**src/rtl/stk_br_pkg.sv**
```systemverilog
package stk_br_pkg;

  typedef enum logic [3:0] {
    CMD_PUSH = 4'd0,
    CMD_POP  = 4'd1,
    CMD_WRD  = 4'd2,
    CMD_WWR  = 4'd3,
    CMD_RST  = 4'd4,
    CMD_CALL = 4'd5,
    CMD_JP   = 4'd6,
    CMD_RET  = 4'd7,
    CMD_JR   = 4'd8,
    CMD_LDL  = 4'd9
  } cmd_e;

  typedef enum logic [3:0] {
    ST_IDLE,
    ST_PUSH1,
    ST_POP1,
    ST_WLO,
    ST_WHI,
    ST_FLO,
    ST_FHI,
    ST_PSH_HI,
    ST_PSH_LO,
    ST_POP_LO,
    ST_POP_HI,
    ST_JR
  } st_e;

  function automatic logic is_cond(cmd_e c);
    return (c == CMD_CALL) || (c == CMD_JP) || (c == CMD_RET) || (c == CMD_JR);
  endfunction

endpackage

```
**src/rtl/stk_br_fsm.sv**
```systemverilog
module stk_br_fsm
  import stk_br_pkg::*;
(
  input  logic       clk_i,
  input  logic       rst_ni,
  input  logic       cmd_valid_i,
  input  logic [3:0] cmd_i,
  input  logic       cond_i,
  output st_e        state_o,
  output cmd_e       cmd_q_o,
  output cmd_e       cmd_in_o,
  output logic       cond_q_o,
  output logic       accept_o,
  output logic       fin_o,
  output logic       taken_set_o
);

  st_e  st_q, st_d;
  cmd_e cmd_q, cmd_in, fin_cmd;
  logic cond_q, fin_cond, accept;

  assign cmd_in = cmd_e'(cmd_i);
  assign accept = cmd_valid_i && (st_q == ST_IDLE);

  always_comb begin
    st_d = st_q;
    case (st_q)
      ST_IDLE: if (accept) begin
        case (cmd_in)
          CMD_PUSH:         st_d = ST_PUSH1;
          CMD_POP:          st_d = ST_POP1;
          CMD_WRD, CMD_WWR: st_d = ST_WLO;
          CMD_RST:          st_d = ST_PSH_HI;
          CMD_CALL, CMD_JP: st_d = ST_FLO;
          CMD_JR:           st_d = ST_JR;
          CMD_RET:          st_d = cond_i ? ST_POP_LO : ST_IDLE;
          default:          st_d = ST_IDLE;
        endcase
      end
      ST_WLO:    st_d = ST_WHI;
      ST_FLO:    st_d = ST_FHI;
      ST_FHI:    st_d = (cmd_q == CMD_CALL && cond_q) ? ST_PSH_HI : ST_IDLE;
      ST_PSH_HI: st_d = ST_PSH_LO;
      ST_POP_LO: st_d = ST_POP_HI;
      default:   st_d = ST_IDLE;
    endcase
  end

  always_ff @(posedge clk_i or negedge rst_ni) begin
    if (!rst_ni) begin
      st_q   <= ST_IDLE;
      cmd_q  <= CMD_PUSH;
      cond_q <= 1'b0;
    end else begin
      st_q <= st_d;
      if (accept) begin
        cmd_q  <= cmd_in;
        cond_q <= cond_i;
      end
    end
  end

  // zero-transfer commands finish straight from idle
  assign fin_cmd  = (st_q == ST_IDLE) ? cmd_in : cmd_q;
  assign fin_cond = (st_q == ST_IDLE) ? cond_i : cond_q;
  assign fin_o       = (st_d == ST_IDLE) && ((st_q != ST_IDLE) || accept);
  assign taken_set_o = fin_o && is_cond(fin_cmd) && fin_cond;

  assign state_o  = st_q;
  assign cmd_q_o  = cmd_q;
  assign cmd_in_o = cmd_in;
  assign cond_q_o = cond_q;
  assign accept_o = accept;

  AST_RET_SKIP: assert property (@(posedge clk_i) disable iff (!rst_ni)
    accept && cmd_in == CMD_RET && !cond_i |=> st_q == ST_IDLE);
  AST_BUSY_HOLD: assert property (@(posedge clk_i) disable iff (!rst_ni)
    st_q != ST_IDLE |=> $stable(cmd_q) && $stable(cond_q));

endmodule

```
**src/rtl/stk_br_dp.sv**
```systemverilog
module stk_br_dp
  import stk_br_pkg::*;
#(
  parameter int unsigned DATA_W = 8,
  parameter logic [2*DATA_W-1:0] PC_RST = 16'h0100,
  parameter logic [2*DATA_W-1:0] SP_RST = 16'h8000,
  localparam int unsigned ADDR_W = 2 * DATA_W
) (
  input  logic              clk_i,
  input  logic              rst_ni,
  input  st_e               state_i,
  input  cmd_e              cmd_i,
  input  logic              cond_i,
  input  logic              accept_i,
  input  cmd_e              acc_cmd_i,
  input  logic [DATA_W-1:0] byte_i,
  input  logic [ADDR_W-1:0] word_i,
  input  logic [DATA_W-1:0] rdata_i,
  output logic [ADDR_W-1:0] addr_o,
  output logic [DATA_W-1:0] wdata_o,
  output logic              rd_o,
  output logic              wr_o,
  output logic [ADDR_W-1:0] pc_o,
  output logic [ADDR_W-1:0] sp_o,
  output logic [ADDR_W-1:0] lat_o,
  output logic [DATA_W-1:0] pop_o,
  output logic [ADDR_W-1:0] word_o
);

  localparam logic [ADDR_W-1:0] ONE = ADDR_W'(1);

  logic [ADDR_W-1:0] pc_q, sp_q, lat_q, addr_q, wword_q, word_q, jr_tgt, addr_c;
  logic [DATA_W-1:0] data_q, tmp_lo, pop_q, wdata_c;
  logic              rd_c, wr_c;

  assign jr_tgt = pc_q + ONE + {{DATA_W{rdata_i[DATA_W-1]}}, rdata_i};

  always_comb begin
    rd_c    = 1'b0;
    wr_c    = 1'b0;
    addr_c  = pc_q;
    wdata_c = '0;
    case (state_i)
      ST_PUSH1: begin
        wr_c = 1'b1; addr_c = sp_q - ONE; wdata_c = data_q;
      end
      ST_POP1, ST_POP_LO, ST_POP_HI: begin
        rd_c = 1'b1; addr_c = sp_q;
      end
      ST_WLO: begin
        rd_c = (cmd_i == CMD_WRD); wr_c = (cmd_i == CMD_WWR);
        addr_c = lat_q; wdata_c = wword_q[DATA_W-1:0];
      end
      ST_WHI: begin
        rd_c = (cmd_i == CMD_WRD); wr_c = (cmd_i == CMD_WWR);
        addr_c = addr_q + ONE; wdata_c = wword_q[ADDR_W-1:DATA_W];
      end
      ST_FLO, ST_FHI, ST_JR: begin
        rd_c = 1'b1; addr_c = pc_q;
      end
      ST_PSH_HI: begin
        wr_c = 1'b1; addr_c = sp_q - ONE; wdata_c = pc_q[ADDR_W-1:DATA_W];
      end
      ST_PSH_LO: begin
        wr_c = 1'b1; addr_c = sp_q - ONE; wdata_c = pc_q[DATA_W-1:0];
      end
      default: ;
    endcase
  end

  always_ff @(posedge clk_i or negedge rst_ni) begin
    if (!rst_ni) begin
      pc_q    <= PC_RST;
      sp_q    <= SP_RST;
      lat_q   <= '0;
      addr_q  <= '0;
      wword_q <= '0;
      word_q  <= '0;
      data_q  <= '0;
      tmp_lo  <= '0;
      pop_q   <= '0;
    end else begin
      if (accept_i) begin
        data_q  <= byte_i;
        wword_q <= word_i;
        if (acc_cmd_i == CMD_RST) lat_q <= {{DATA_W{1'b0}}, byte_i};
        if (acc_cmd_i == CMD_LDL) lat_q <= word_i;
      end
      case (state_i)
        ST_PUSH1: sp_q <= sp_q - ONE;
        ST_POP1: begin
          pop_q <= rdata_i;
          sp_q  <= sp_q + ONE;
        end
        ST_WLO: begin
          addr_q <= lat_q;
          lat_q  <= lat_q + ONE;
          tmp_lo <= rdata_i;
        end
        ST_WHI: if (cmd_i == CMD_WRD) word_q <= {rdata_i, tmp_lo};
        ST_FLO: begin
          tmp_lo <= rdata_i;
          pc_q   <= pc_q + ONE;
        end
        ST_FHI: begin
          lat_q <= {rdata_i, tmp_lo};
          pc_q  <= (cmd_i == CMD_JP && cond_i) ? {rdata_i, tmp_lo} : pc_q + ONE;
        end
        ST_PSH_HI: sp_q <= sp_q - ONE;
        ST_PSH_LO: begin
          sp_q <= sp_q - ONE;
          pc_q <= lat_q;
        end
        ST_POP_LO: begin
          tmp_lo <= rdata_i;
          sp_q   <= sp_q + ONE;
        end
        ST_POP_HI: begin
          sp_q  <= sp_q + ONE;
          pc_q  <= {rdata_i, tmp_lo};
          lat_q <= {rdata_i, tmp_lo};
        end
        ST_JR: begin
          pc_q <= cond_i ? jr_tgt : pc_q + ONE;
          if (cond_i) lat_q <= jr_tgt;
        end
        default: ;
      endcase
    end
  end

  assign addr_o  = addr_c;
  assign wdata_o = wdata_c;
  assign rd_o    = rd_c;
  assign wr_o    = wr_c;
  assign pc_o    = pc_q;
  assign sp_o    = sp_q;
  assign lat_o   = lat_q;
  assign pop_o   = pop_q;
  assign word_o  = word_q;

  AST_PUSH_SP: assert property (@(posedge clk_i) disable iff (!rst_ni)
    state_i == ST_PUSH1 |=> sp_q == $past(addr_c));
  AST_POP_SP: assert property (@(posedge clk_i) disable iff (!rst_ni)
    state_i == ST_POP1 |=> sp_q == $past(addr_c) + ONE);
  AST_WHI_LAT: assert property (@(posedge clk_i) disable iff (!rst_ni)
    state_i == ST_WHI |-> addr_c == lat_q);
  AST_JP_PC: assert property (@(posedge clk_i) disable iff (!rst_ni)
    state_i == ST_FHI && cmd_i == CMD_JP && cond_i |=> pc_q == lat_q);
  AST_RST_VEC: assert property (@(posedge clk_i) disable iff (!rst_ni)
    state_i == ST_PSH_HI && cmd_i == CMD_RST |-> lat_q[ADDR_W-1:DATA_W] == '0);
  AST_RET_LAT: assert property (@(posedge clk_i) disable iff (!rst_ni)
    state_i == ST_POP_HI |=> pc_q == lat_q);

endmodule

```
**src/rtl/stk_br_seq.sv**
```systemverilog
module stk_br_seq
  import stk_br_pkg::*;
#(
  parameter int unsigned DATA_W = 8,
  parameter logic [2*DATA_W-1:0] PC_RST = 16'h0100,
  parameter logic [2*DATA_W-1:0] SP_RST = 16'h8000,
  localparam int unsigned ADDR_W = 2 * DATA_W
) (
  input  logic              clk_i,
  input  logic              rst_ni,
  input  logic              cmd_valid_i,
  input  logic [3:0]        cmd_i,
  input  logic              cond_i,
  input  logic [DATA_W-1:0] byte_i,
  input  logic [ADDR_W-1:0] word_i,
  output logic [ADDR_W-1:0] bus_addr_o,
  output logic [DATA_W-1:0] bus_wdata_o,
  input  logic [DATA_W-1:0] bus_rdata_i,
  output logic              bus_rd_o,
  output logic              bus_wr_o,
  output logic              busy_o,
  output logic              done_o,
  output logic              taken_o,
  output logic [DATA_W-1:0] pop_data_o,
  output logic [ADDR_W-1:0] word_o,
  output logic [ADDR_W-1:0] pc_o,
  output logic [ADDR_W-1:0] sp_o,
  output logic [ADDR_W-1:0] latch_o
);

  st_e  state;
  cmd_e cmd_q, cmd_in;
  logic cond_q, accept, fin, taken_set, done_q, taken_q;

  stk_br_fsm u_fsm (
    .clk_i       (clk_i),
    .rst_ni      (rst_ni),
    .cmd_valid_i (cmd_valid_i),
    .cmd_i       (cmd_i),
    .cond_i      (cond_i),
    .state_o     (state),
    .cmd_q_o     (cmd_q),
    .cmd_in_o    (cmd_in),
    .cond_q_o    (cond_q),
    .accept_o    (accept),
    .fin_o       (fin),
    .taken_set_o (taken_set)
  );

  stk_br_dp #(
    .DATA_W (DATA_W),
    .PC_RST (PC_RST),
    .SP_RST (SP_RST)
  ) u_dp (
    .clk_i     (clk_i),
    .rst_ni    (rst_ni),
    .state_i   (state),
    .cmd_i     (cmd_q),
    .cond_i    (cond_q),
    .accept_i  (accept),
    .acc_cmd_i (cmd_in),
    .byte_i    (byte_i),
    .word_i    (word_i),
    .rdata_i   (bus_rdata_i),
    .addr_o    (bus_addr_o),
    .wdata_o   (bus_wdata_o),
    .rd_o      (bus_rd_o),
    .wr_o      (bus_wr_o),
    .pc_o      (pc_o),
    .sp_o      (sp_o),
    .lat_o     (latch_o),
    .pop_o     (pop_data_o),
    .word_o    (word_o)
  );

  always_ff @(posedge clk_i or negedge rst_ni) begin
    if (!rst_ni) begin
      done_q  <= 1'b0;
      taken_q <= 1'b0;
    end else begin
      done_q  <= fin;
      taken_q <= taken_set;
    end
  end

  assign done_o  = done_q;
  assign taken_o = taken_q;
  assign busy_o  = (state != ST_IDLE);

  AST_ONE_STROBE: assert property (@(posedge clk_i) disable iff (!rst_ni)
    !(bus_rd_o && bus_wr_o));
  AST_DONE_IDLE: assert property (@(posedge clk_i) disable iff (!rst_ni)
    done_o |-> !busy_o && !bus_rd_o && !bus_wr_o);
  AST_TAKEN_DONE: assert property (@(posedge clk_i) disable iff (!rst_ni)
    taken_o |-> done_o);

endmodule

```
**config.mk**
```make
export PLATFORM = sky130hd
export DESIGN_NAME = stk_br_seq
export DESIGN_NICKNAME = d
export VERILOG_FILES = /design/src/rtl/stk_br_pkg.sv /design/src/rtl/stk_br_fsm.sv /design/src/rtl/stk_br_dp.sv /design/src/rtl/stk_br_seq.sv
export SDC_FILE = /design/constraint.sdc
export NUM_CORES = 1
export LEC_CHECK = 0
export CELL_PAD_IN_SITES_DETAIL_PLACEMENT = 0
export CELL_PAD_IN_SITES_GLOBAL_PLACEMENT = 2
export CORE_MARGIN = 3
export CORE_UTILIZATION = 31
export CTS_CLUSTER_SIZE = 12
export DETAILED_ROUTE_END_ITERATION = 7
export GPL_TIMING_DRIVEN = 0
export PLACE_DENSITY = 0.83
export SLEW_MARGIN = 5
export SYNTH_ARGS = -nofsm -noshare
export SYNTH_HDL_FRONTEND = slang
export SYNTH_SLANG_ARGS = --single-unit
export TNS_END_PERCENT = 20
```
**constraint.sdc**
```tcl
create_clock -name clk_i -period 3.4 [get_ports clk_i]
set_input_delay 0.68 -clock clk_i [delete_from_list [all_inputs] [get_ports clk_i]]
set_output_delay 0.68 -clock clk_i [all_outputs]
set_load 0.01 [all_outputs]
```
## Yosys cells after proc, flatten, opt, wreduce, memory -nomap -nowiden

Index checks and enable logic that the tools add are counted.

- Eq/ne operators: 28
- Multiplexer cells: 20
- Add/subtract/negate cells: 6
- Reduce and logical (&&, ||, !) cells: 25

Operator list:

| kind | number |
|---|---|
| $mux 16 | 6 |
| $pmux 16 s5 | 1 |
| $add 16x1->16 const B | 4 |
| $pmux 16 s4 | 1 |
| $eq 4x3->1 const B | 13 |
| $pmux 16 s3 | 1 |
| $pmux 8 s5 | 1 |
| $pmux 16 s2 | 1 |
| $eq 4x4->1 const B | 7 |
| $pmux 4 s7 | 1 |
| $eq 4x2->1 const B | 6 |
| $pmux 4 s6 | 1 |
| $add 16x16->16 | 1 |
| $sub 16x1->16 const B | 1 |
| $logic_not 4->1 | 3 |
| $mux 4 | 3 |
| $reduce_or 3->1 | 3 |
| $eq 4x1->1 const B | 2 |
| $reduce_or 2->1 | 4 |
| $logic_and 1x1->1 | 6 |
| $reduce_or 6->1 | 1 |
| $reduce_bool 5->1 | 1 |
| $logic_or 1x1->1 | 4 |
| $pmux 1 s2 | 2 |
| 5 further kinds | 5 |

- Word-level logic and storage cells: 93
- Flip-flop bits (word level): 131
- Output and inout port bits: 101
- Input bits: 40

## Longest topological paths before layout

Gate-level depths: netlist of run 1.

- Depth after elaboration: 9
- Gate-level depth with buffers: 14
- Depth with buffers taken out: 13

## Cells and area by module

A second synthesis of run 1 with hierarchy kept.

- Cell total of the unflattened synthesis: 1024
- Area, all modules: 9206.3 µm²

Modules (own cells, without submodules):

| module | cells an instance | sequential area each (µm²) | instances | area an instance (µm²) |
|---|---|---|---|---|
| stk_br_dp | 954 | 3005.4 | 1 | 8498.2 |
| stk_br_fsm | 67 | 225.2 | 1 | 650.6 |
| stk_br_seq | 3 | 50.0 | 1 | 57.6 |

## Least setup slack after synthesis of run 1

OpenSTA, ideal clock, no wires.

- Path type: register to register
- Start point: register u_dp.pc_q[8] (netlist: u_dp.pc_o[8])
- End point: register u_dp.lat_q[14] (netlist: u_dp.lat_o[14])
- Data required time: 3258 ps
- Buffers on the path: 2
- Clock period less this slack: 3302 ps
- Library setup time: 142 ps
- Arrival time: 3160 ps
- Setup slack: 98 ps
- Cell stages (with the launch flop): 13
- Cells stage by stage: dfstp_2 -> buf_2 -> nand2_1 -> or4_1 -> nor2_1 -> xor2_1 -> ha_1 -> clkbuf_1 -> o221a_2 -> nor4b_1 -> a311o_1 -> a211oi_1 -> o211ai_1

- Word-level cells in the longest chain between the ends: 4

RTL lines:

| item | RTL line | text |
|---|---|---|
| start: declaration | stk_br_dp.sv:32 | `logic [ADDR_W-1:0] pc_q, sp_q, lat_q, addr_q, wword_q, word_q, jr_tgt, addr_c;` |
| start signal: assignment | stk_br_dp.sv:103 | `pc_q <= pc_q + ONE;` |
| start signal: assignment | stk_br_dp.sv:107 | `pc_q <= (cmd_i == CMD_JP && cond_i) ? {rdata_i, tmp_lo} : pc_q + ONE;` |
| start signal: assignment | stk_br_dp.sv:112 | `pc_q <= lat_q;` |
| $add 16x1->16 | stk_br_dp.sv:36 | `assign jr_tgt = pc_q + ONE + {{DATA_W{rdata_i[DATA_W-1]}}, rdata_i};` |
| $add 16x16->16 | stk_br_dp.sv:36 |  |
| $mux 16 | stk_br_dp.sv:125 | `if (cond_i) lat_q <= jr_tgt;` |
| $pmux 16 s3 | stk_br_dp.sv:89 | `case (state_i)` |
| end signal: assignment | stk_br_dp.sv:87 | `if (acc_cmd_i == CMD_LDL) lat_q <= word_i;` |
| end signal: assignment | stk_br_dp.sv:97 | `lat_q <= lat_q + ONE;` |
| end signal: assignment | stk_br_dp.sv:125 |  |
| end: declaration | stk_br_dp.sv:32 |  |

No other way between the ends.
A chain may end at the register's enable or synchronous reset.

## Worst setup path in the final report of run 1

Same ends and word-level chain as after synthesis.

==> summary.txt, run 1 <==
Layout
  – # fillers: 2949
  – Final core occ: 42.4%
  – Proportion of layout cells with a drive suffix above 1: 21.2%
  – Area grow syn2layout: 33.6%
  – Storage cell area: 0.00329 mm²
  – Nets: 1268
  – Final std cells w/o fill: 1601
  – N_diodes: 0
  – Multi-input gate area in the final layout: 0.00572 mm²

Setup path
  – Worst r2r src: u_dp.pc_o[8]$_DFFE_PN1P_
  – Crit end category: flip-flop
  – R2R setup slack: -0.01 ns
  – Critical Path RT: 3.69 ns
  – Worst EP arrival: 3.70 ns
  – Crit path launch type: flip-flop
  – RR Endpoint: u_dp.lat_o[14]$_DFF_PN0_
  – R2r worst-path depth: 12
  – CP endpoint: u_dp.lat_o[14]$_DFF_PN0_
  – Critical path class: flip-flop to flip-flop
  – Critical Path Source: u_dp.pc_o[8]$_DFFE_PN1P_
  – Critical-path maximum fanout: 4

Floorplanning
  – Die area: 0.0318 mm²
  – Initial core utilization: 31.7%
  – Die height: 178 µm
  – Die width: 178 µm
  – Core Rows: 62
  – Number of I/O pins: 141
  – Core area: 0.0290 mm²

Routing
  – Final ANT Viol Nets: 0
  – Via density: 5.76
  – 1st-iter DRT viols: 1006
  – Avg WL per Cell: 23.5 µm
  – Vias: 9226
  – Remaining DRCs: 0
  – DR pass1 iterations: 6
  – Final wirelength: 37700 µm

Timing
  – Setup ws final: -0.0105 ns
  – Fin crit period: 3.41 ns
  – Worst rel slew slack: 31.0%
  – Max Slew Vio Count: 0
  – RSZ-0062 raised after global routing: true
  – Final period utilization: 100%
  – Tightest Pin Transition: 1.03 ns
  – Fmax: 293 MHz
  – Count of final setup violators: 1
  – Setup TNS Final: -0.0105 ns
  – Setup Skew: 0.0148 ns
  – Smallest hold slack: 0.187 ns
  – Final Hold Viols: 0

Placement
  – # port buffers: 138
  – Final HPWL DP: 27800 µm
  – Placed cells: 1536
  – Placer Congestion: 0.903

Synth
  – Ranking of synthesized cells by area: dfrtp_1, mux2_2, nand2_1
  – Yosys reg bits: 131
  – Synth Cell Area: 0.00921 mm²
  – Area leader, netlist: dfrtp_1
  – Syn nets: 1077
  – Synth cell count leaders: nand2_1, dfrtp_1, mux2_2
  – Top FF cell, synth: dfrtp_1
  – Avg Cell Area, Syn: 9.09 µm²
  – Top-area cell type share of the netlist area: 35.1%
  – Most instantiated library cell after synthesis: nand2_1
  – Post-Syn Instances: 1013
  – YS warnings: 0
  – Yosys cell types: 88
  – Asr flop ratio synth: 100%
  – Post-synthesis sequential area ratio: 35.6%
  – EDFF count, synth: 0

GRT
  – Pin count of the biggest net entering global routing: 83
  – Vias in the first global route: 8916
  – GRT Overall Usage: 23.5%
  – First-pass GRT wire length: 56300 µm
  – Total gr overflow: 0
  – Initial antenna violation count: 0

Pwr
  – Leak Pwr: 5.19 nW
  – Seq pwr share: 29.0%
  – Maximum VDD drop: 0.381 mV
  – PwrDens: 828 mW/mm²
  – Clock network power share: 18.7%
  – Switch Pwr: 4.47 mW
  – Switching Fraction: 43.9%
  – Combinational share of power: 52.3%
  – Total power: 10.2 mW
  – Cell Int Power: 5.71 mW

Status
  – Failing checks: negative setup slack
  – Outcome: finished, violations left

Clock network
  – Clock transition at path regs: 0.07 ns
  – CTS Buffer Depth: 2
  – H-tree Lvls: 4
  – CTS root buf: clkbuf_16
  – Clk_lat worst skew: 0.44 ns
  – CTS tree: yes
  – CTS Buf Count: 17
  – CTS sink cnt: 131

Run
  – Maximum Capacitance Violations: 0

Worst hold path
  – Hold WC Path Type: input port to asynchronous set/reset pin
## timing repair
item,4_1_cts,5_1_grt
gates cloned,0,0
pin swaps,15,20
resized for setup,101,44
hold endpoints to repair,0,0
hold buffers,0,0
setup endpoints to repair,37,26
setup buffers,17,19
## power by group through the flow
stage / Sequential, mW / Clock [mW] / Combinational (mW)
2_1_floorplan: 2.81 / 0 / 2.73
3_3_place_gp: 2.92 / 0 / 4.89
3_5_place_dp: 2.94 / 0 / 4.93
4_1_cts: 2.91 / 1.92 / 5.08
5_1_grt: 3.02 / 2.00 / 5.74
6_report: 2.95 / 1.90 / 5.33
## critical path: stages, from the launching register on
cell	delay (ns)
dfstp_2	0.56
buf_12	0.12
nand2_4	0.05
or4_4	0.60
nor2_4	0.13
xor2_1	0.20
ha_1	0.31
a21o_1	0.21
o221a_4	0.24
nor4b_4	0.13
a311o_1	0.29
a211oi_2	0.30
o211ai_1	0.14
## layout make-up
| cell class | instances | area share, % |
|---|---|---|
| Timing Repair Buffer | 175 | 13.5 |
| Buffer | 71 | 3.77 |
| Clock buffer | 17 | 3.46 |
| Tap cell | 384 | 3.91 |
| Inverter | 23 | 0.702 |
| Multi-Input combinational cell | 785 | 46.6 |
| Clock inverter | 15 | 1.33 |
| Sequential cell | 131 | 26.8 |
## worst min path at each step
stage,from,endpoint,slack [ns],depth (start not counted)
final,rst_ni,u_dp.sp_o[11]$_DFFE_PN0P_,0.19,1
after global routing,rst_ni,u_dp.sp_o[11]$_DFFE_PN0P_,0.23,1
after CTS,rst_ni,u_dp.sp_o[11]$_DFFE_PN0P_,0.21,1
after detailed placement,u_dp.word_o[9]$_DFFE_PN0P_,u_dp.word_o[9]$_DFFE_PN0P_,0.48,2
after global placement,u_dp.word_o[9]$_DFFE_PN0P_,u_dp.word_o[9]$_DFFE_PN0P_,0.47,2
after floorplan,rst_ni,done_o$_DFF_PN0_,0.38,0
## kinds of logic (layout without fill, tap and decap cells)
kind of cell	after synthesis	count (layout)	synth area share, %
flip-flops	131	131	35.6
AO/OA/AOI/OAI	268	268	21.3
adder cells (fa/ha/maj)	24	24	3.34
buffers and inverters	97	301	4.87
multiplexers	73	73	8.78
XOR/XNOR	74	74	7.04
AND/OR/NAND/NOR	346	346	19.0
## metrics by stage
step / instance area [µm²] / setup slack, ns
2_1_floorplan: 9210 / 0.0976
3_3_place_gp: 11100 / -4.05
3_5_place_dp: 11100 / -0.840
4_1_cts: 12000 / -0.130
5_1_grt: 12300 / -0.0915
6_report: 12300 / -0.0105
## metal layers
metal	share of wire, %	routed length [µm]	global-route usage [%]
met1	46	17300	34.1
met2	45	16800	36.2
met3	7.5	2830	4.17
met4	2.1	795	5.81
met5	0	0	0
## registers in the layout, summed over array words and instances, names as in the netlist
register,count
u_dp.lat_o,16
u_dp.sp_o,16
taken_o,1
u_dp.pc_o,16
u_dp.addr_q,16
u_dp.data_q,8
done_o,1
u_dp.tmp_lo,8
u_fsm.cmd_q_o,4
u_dp.wword_q,16
u_dp.word_o,16
u_fsm.state_o,4
u_dp.pop_o,8
u_fsm.cond_q_o,1
## placed cells by master, fill, tap and decap left out, types with 33 or more instances in the layout
cell type | Yosys | layout
o21ai_0 | 51 | 45
nor2_1 | 61 | 56
dfrtp_1 | 129 | 118
xor2_1 | 35 | 33
clkdlybuf4s50_1 | 0 | 111
a21oi_1 | 41 | 39
buf_4 | 7 | 45
nand2_1 | 136 | 135
mux2_2 | 62 | 62
xnor2_1 | 39 | 39
(Power assumes the default switching activity.)
==> run 2: changes to the inputs <==
- GPL_TIMING_DRIVEN: 0 -> default
==> summary.txt, run 2 (synthesis results as in run 1) <==
Routing
  – Final ANT Viol Nets: 0
  – Via density: 5.74
  – Final wirelength: 36500 µm
  – Remaining DRCs: 0
  – Vias: 9119
  – DR pass1 iterations: 7
  – Avg WL per Cell: 23.0 µm
  – 1st-iter DRT viols: 1080

Timing
  – Fmax: 284 MHz
  – Count of final setup violators: 3
  – Final Hold Viols: 0
  – Worst rel slew slack: 29.1%
  – Setup ws final: -0.117 ns
  – Max Slew Vio Count: 0
  – Setup Skew: 0.00895 ns
  – RSZ-0062 raised after global routing: true
  – Fin crit period: 3.52 ns
  – Tightest Pin Transition: 1.06 ns
  – Final period utilization: 103%

Layout
  – Finished Cell Area: 0.0123 mm²
  – Nets: 1255
  – Proportion of layout cells with a drive suffix above 1: 20.8%
  – N_diodes: 0
  – Area grow syn2layout: 33.1%
  – Most frequent cells in the layout: nand2_1, clkdlybuf4s50_1, dfrtp_1
  – Commonest non-fill, non-tap cell in the layout: nand2_1
  – Final core occ: 42.2%

GRT
  – First-pass GRT wire length: 54300 µm
  – Initial antenna violation count: 0
  – GRT Overall Usage: 22.6%
  – Vias in the first global route: 8773
  – Pin count of the biggest net entering global routing: 72
  – Total gr overflow: 0

Clock network
  – CTS tree: yes
  – Clock transition at path regs: 0.06 ns
  – CTS Buffer Depth: 2
  – CTS root buf: clkbuf_16
  – H-tree Lvls: 4
  – CTS Buf Count: 17
  – CTS sink cnt: 131
  – Number of hold buffers added after CTS: 0
  – Clk_lat worst skew: 0.43 ns

Setup path
  – CP bufs+invs: 2
  – Crit path depth: 6
  – R2r worst-path depth: 14
  – Worst EP arrival: 2.84 ns
  – Critical Path Source: u_fsm.state_o[3]$_DFF_PN0_
  – RR Endpoint: u_dp.lat_o[15]$_DFF_PN0_
  – R2R setup slack: 0.14 ns
  – CP endpoint: bus_addr_o[6]
  – Critical Path RT: 2.72 ns
  – Crit end category: primary output
  – Crit-path cells: buf_4 > mux2_2 > a221o_4 > a222oi_1 > o211ai_1 > clkdlybuf4s50_1
  – Critical path class: flip-flop to primary output
  – Crit path launch type: flip-flop
  – CP delay by family, top: compound AO/OA/AOI/OAI gates
  – Critical path's largest stage delay: 0.52 ns
  – Worst path slowest cell: clkdlybuf4s50_1
  – Worst r2r src: u_dp.pc_o[1]$_DFFE_PN0P_
  – Critical-path maximum fanout: 14

Floorplanning
  – Die area: 0.0318 mm²
  – Die width: 178 µm
  – Core Rows: 62
  – Core area: 0.0290 mm²
  – Number of I/O pins: 141
  – Die height: 178 µm
  – Initial core utilization: 31.7%

Status
  – Outcome: finished, violations left
  – Failing checks: negative setup slack

Run
  – Maximum Capacitance Violations: 0

Pwr
  – Leak Pwr: 5.14 nW
  – Maximum VDD drop: 0.494 mV
  – PwrDens: 823 mW/mm²

Placement
  – Placed inst area: 0.0114 mm²
  – Placer Congestion: 0.918
  – Final HPWL DP: 27300 µm
  – # port buffers: 140

Worst hold path
  – Hold WC Path Type: input port to asynchronous set/reset pin
run 2: per-layer routing:
metal | global-route usage (%) | up-vias | wire length (µm)
li1 | - | 4115 | -
met1 | 32.0 | 4519 | 16300
met2 | 35.0 | 425 | 16600
met3 | 4.77 | 60 | 2860
met4 | 6.10 | 0 | 739
met5 | 0 | - | 0
run 2: stage by stage:
step	instances	setup TNS (ns)	power [mW]	setup WS [ns]	hold WS (ns)
after detailed placement	1554	-0.238	8.14	-0.116	0.489
after global routing	1588	-0.700	10.7	-0.200	0.288
after global placement	1554	-0.174	8.09	-0.0641	0.467
after floorplan	1013	0	5.55	0.0976	0.384
after CTS	1588	-0.517	10.0	-0.134	0.282
final	1588	-0.245	10.1	-0.117	0.255
run 2: power by group:
group	switching (mW)	internal, mW	leakage, nW
logic	2.72	2.56	3.27
clock network	0.810	1.05	0.283
registers	0.791	2.16	1.59
run 2: repair_timing:
item / in CTS / in global routing
cloned: 0 / 0
setup endpoints to repair: 26 / 22
setup buffers: 2 / 0
pin swaps: 1 / 7
gates resized for setup: 29 / 41
run 2: worst min-delay path by stage:
stage                                          start                         end  slack (ns)  cells past startpoint
after floorplan                               rst_ni            done_o$_DFF_PN0_        0.38                      0
after global placement    u_dp.word_o[9]$_DFFE_PN0P_  u_dp.word_o[9]$_DFFE_PN0P_        0.47                      2
after detailed placement  u_dp.word_o[9]$_DFFE_PN0P_  u_dp.word_o[9]$_DFFE_PN0P_        0.49                      2
after CTS                                     rst_ni   u_dp.sp_o[12]$_DFFE_PN0P_        0.28                      1
after global routing                          rst_ni   u_dp.sp_o[12]$_DFFE_PN0P_        0.29                      1
final                                         rst_ni   u_dp.sp_o[12]$_DFFE_PN0P_        0.25                      1
run 2: final cells by class:
type                       instances  area [µm²]
clock buffer                      18         439
clock inverter                    14         149
fill                            2924       16800
inverter                          23        86.3
multi-input combinational        785        5660
sequential                       131        3290
tap                              384         480
timing repair buffer             233        2150
run 2: worst register-to-register path, delay by kind of cell, from the launching register on:
family	cells	cell delay (ns)
and+or+nand+nor	5	0.86
AOI/OAI and AO/OA	3	0.64
buffers and inverters	3	0.47
adders and majority gates	1	0.37
DFF	1	0.35
muxes	1	0.22
xor gates and xnor gates	1	0.20
==> run 3: changes to the inputs <==
- PLACE_DENSITY: 0.83 -> 0.86
==> summary.txt, run 3 (synthesis results as in run 1) <==
Status
  – Outcome: finished, violations left
  – Failing checks: design-rule violations, negative setup slack

Routing
  – Via density: 5.71
  – Avg WL per Cell: 22.6 µm
  – Remaining DRCs: 2
  – Vias: 9199
  – Final wirelength: 36400 µm
  – 1st-iter DRT viols: 1017
  – DR pass1 iterations: 8
  – Final ANT Viol Nets: 0

GRT
  – Pin count of the biggest net entering global routing: 60
  – Total gr overflow: 0
  – First-pass GRT wire length: 55100 µm
  – Vias in the first global route: 9007
  – Initial antenna violation count: 0
  – GRT Overall Usage: 22.7%

Timing
  – Max Slew Vio Count: 0
  – Fmax: 289 MHz
  – Fin crit period: 3.46 ns
  – Worst rel slew slack: 27.2%
  – Setup ws final: -0.0566 ns
  – Final Hold Viols: 0
  – Tightest Pin Transition: 1.09 ns
  – Count of final setup violators: 1
  – RSZ-0062 raised after global routing: true
  – Setup Skew: 0.00962 ns
  – Final period utilization: 102%

Layout
  – Commonest non-fill, non-tap cell in the layout: nand2_1
  – Most frequent cells in the layout: nand2_1, clkdlybuf4s50_1, dfrtp_1
  – Area grow syn2layout: 34.5%
  – N_diodes: 0
  – Nets: 1277
  – Proportion of layout cells with a drive suffix above 1: 21.9%
  – Finished Cell Area: 0.0124 mm²

Pwr
  – Maximum VDD drop: 0.443 mV
  – Total power: 10.2 mW
  – PwrDens: 826 mW/mm²
  – Leak Pwr: 5.24 nW

Setup path
  – RR Endpoint: u_dp.lat_o[15]$_DFF_PN0_
  – Critical Path RT: 2.72 ns
  – Critical Path Source: u_fsm.state_o[0]$_DFF_PN0_
  – Crit end category: primary output
  – Critical path's largest stage delay: 0.52 ns
  – Crit path launch type: flip-flop
  – Critical-path maximum fanout: 8
  – Critical path class: flip-flop to primary output
  – Worst r2r src: u_dp.pc_o[5]$_DFFE_PN0P_
  – Worst path slowest cell: clkdlybuf4s50_1
  – Worst EP arrival: 2.78 ns
  – Crit-path cells: mux2_2 > a221o_4 > a222oi_1 > o211ai_1 > clkdlybuf4s50_1
  – CP endpoint: bus_addr_o[5]
  – R2R setup slack: 0.15 ns
  – R2r worst-path depth: 13

Placement
  – Placer Congestion: 0.906
  – # port buffers: 140
  – Final HPWL DP: 27200 µm
  – Placed inst area: 0.0115 mm²

Clock network
  – CTS root buf: clkbuf_16
  – H-tree Lvls: 4
  – CTS sink cnt: 131
  – CTS tree: yes
  – CTS Buf Count: 17
  – Clk_lat worst skew: 0.44 ns
  – CTS Buffer Depth: 2
  – Clock transition at path regs: 0.07 ns

Floorplanning
  – Core area: 0.0290 mm²
  – Die height: 178 µm
  – Initial core utilization: 31.7%
  – Die width: 178 µm
  – Core Rows: 62
  – Die area: 0.0318 mm²
  – Number of I/O pins: 141

Worst hold path
  – Hold WC Path Type: input port to asynchronous set/reset pin

Run
  – Maximum Capacitance Violations: 0
[run 3: cell count changes in the layout (fill, tap and decap cells not counted), sizes merged]
cell,change
buf,+23
bufbuf,+1
clkbuf,-2
clkdlybuf4s50,+1
clkinv,-3
clkinvlp,-1
dlymetal6s2s,-2
inv,+5
[run 3: repair_timing]
action	in CTS	in global routing
setup endpoints to repair	21	26
cloned	1	0
hold buffers	0	0
resized for setup	27	29
pin swaps	7	12
buffers inserted	8	3
[run 3: metrics by stage]
step                      hold slack [ns]  util (%)  instances  worst slack (ns)  setup TNS (ns)
after floorplan                     0.384         -       1013            0.0976               0
after global placement              0.488      39.7       1566          -0.00280        -0.00280
after detailed placement            0.490      39.7       1566           -0.0286         -0.0286
after CTS                           0.154      42.3       1607            -0.147          -0.275
after global routing                0.161      42.7       1610            -0.166          -0.579
final                               0.141      42.7       1610           -0.0566         -0.0566
[run 3: worst min path at each step]
| stage | endpoint | slack (ns) | cells after the start |
|---|---|---|---|
| 5_1_grt | u_dp.sp_o[12]$_DFFE_PN0P_ | 0.16 | 1 |
| 3_5_place_dp | u_dp.addr_q[15]$_DFFE_PN0P_ | 0.49 | 2 |
| 4_1_cts | u_dp.sp_o[12]$_DFFE_PN0P_ | 0.15 | 1 |
| 6_report | u_dp.sp_o[12]$_DFFE_PN0P_ | 0.14 | 1 |
| 2_1_floorplan | done_o$_DFF_PN0_ | 0.38 | 0 |
| 3_3_place_gp | u_dp.wword_q[7]$_DFFE_PN0P_ | 0.49 | 1 |
[run 3: final cells by class]
type | count | area, µm²
Inverter | 23 | 86.3
Clock inverter | 15 | 181
Timing Repair Buffer | 255 | 2310
Tap cell | 384 | 480
Fill cell | 2850 | 16600
Clock buffer | 17 | 425
Multi-Input combinational cell | 785 | 5610
Sequential cell | 131 | 3280
[run 3: critical path: cells and delay by family, from the launching register on]
family                 cells  cell delay, ns
AO/OA/AOI/OAI              3            1.05
flip-flops                 1            0.40
multiplexers               1            0.37
buffers and inverters      1            0.52
[run 3: routing by layer]
layer	track usage, %	up-vias	part of all wire (%)
met5	0	-	0
met4	7.56	0	3.4
met3	4.45	84	7.6
met2	34.9	419	44
met1	32.0	4523	45
li1	-	4173	-
[run 3: where the power goes]
group,internal (mW),switching (mW)
logic,2.62,2.75
registers,2.15,0.775
clock network,1.06,0.863
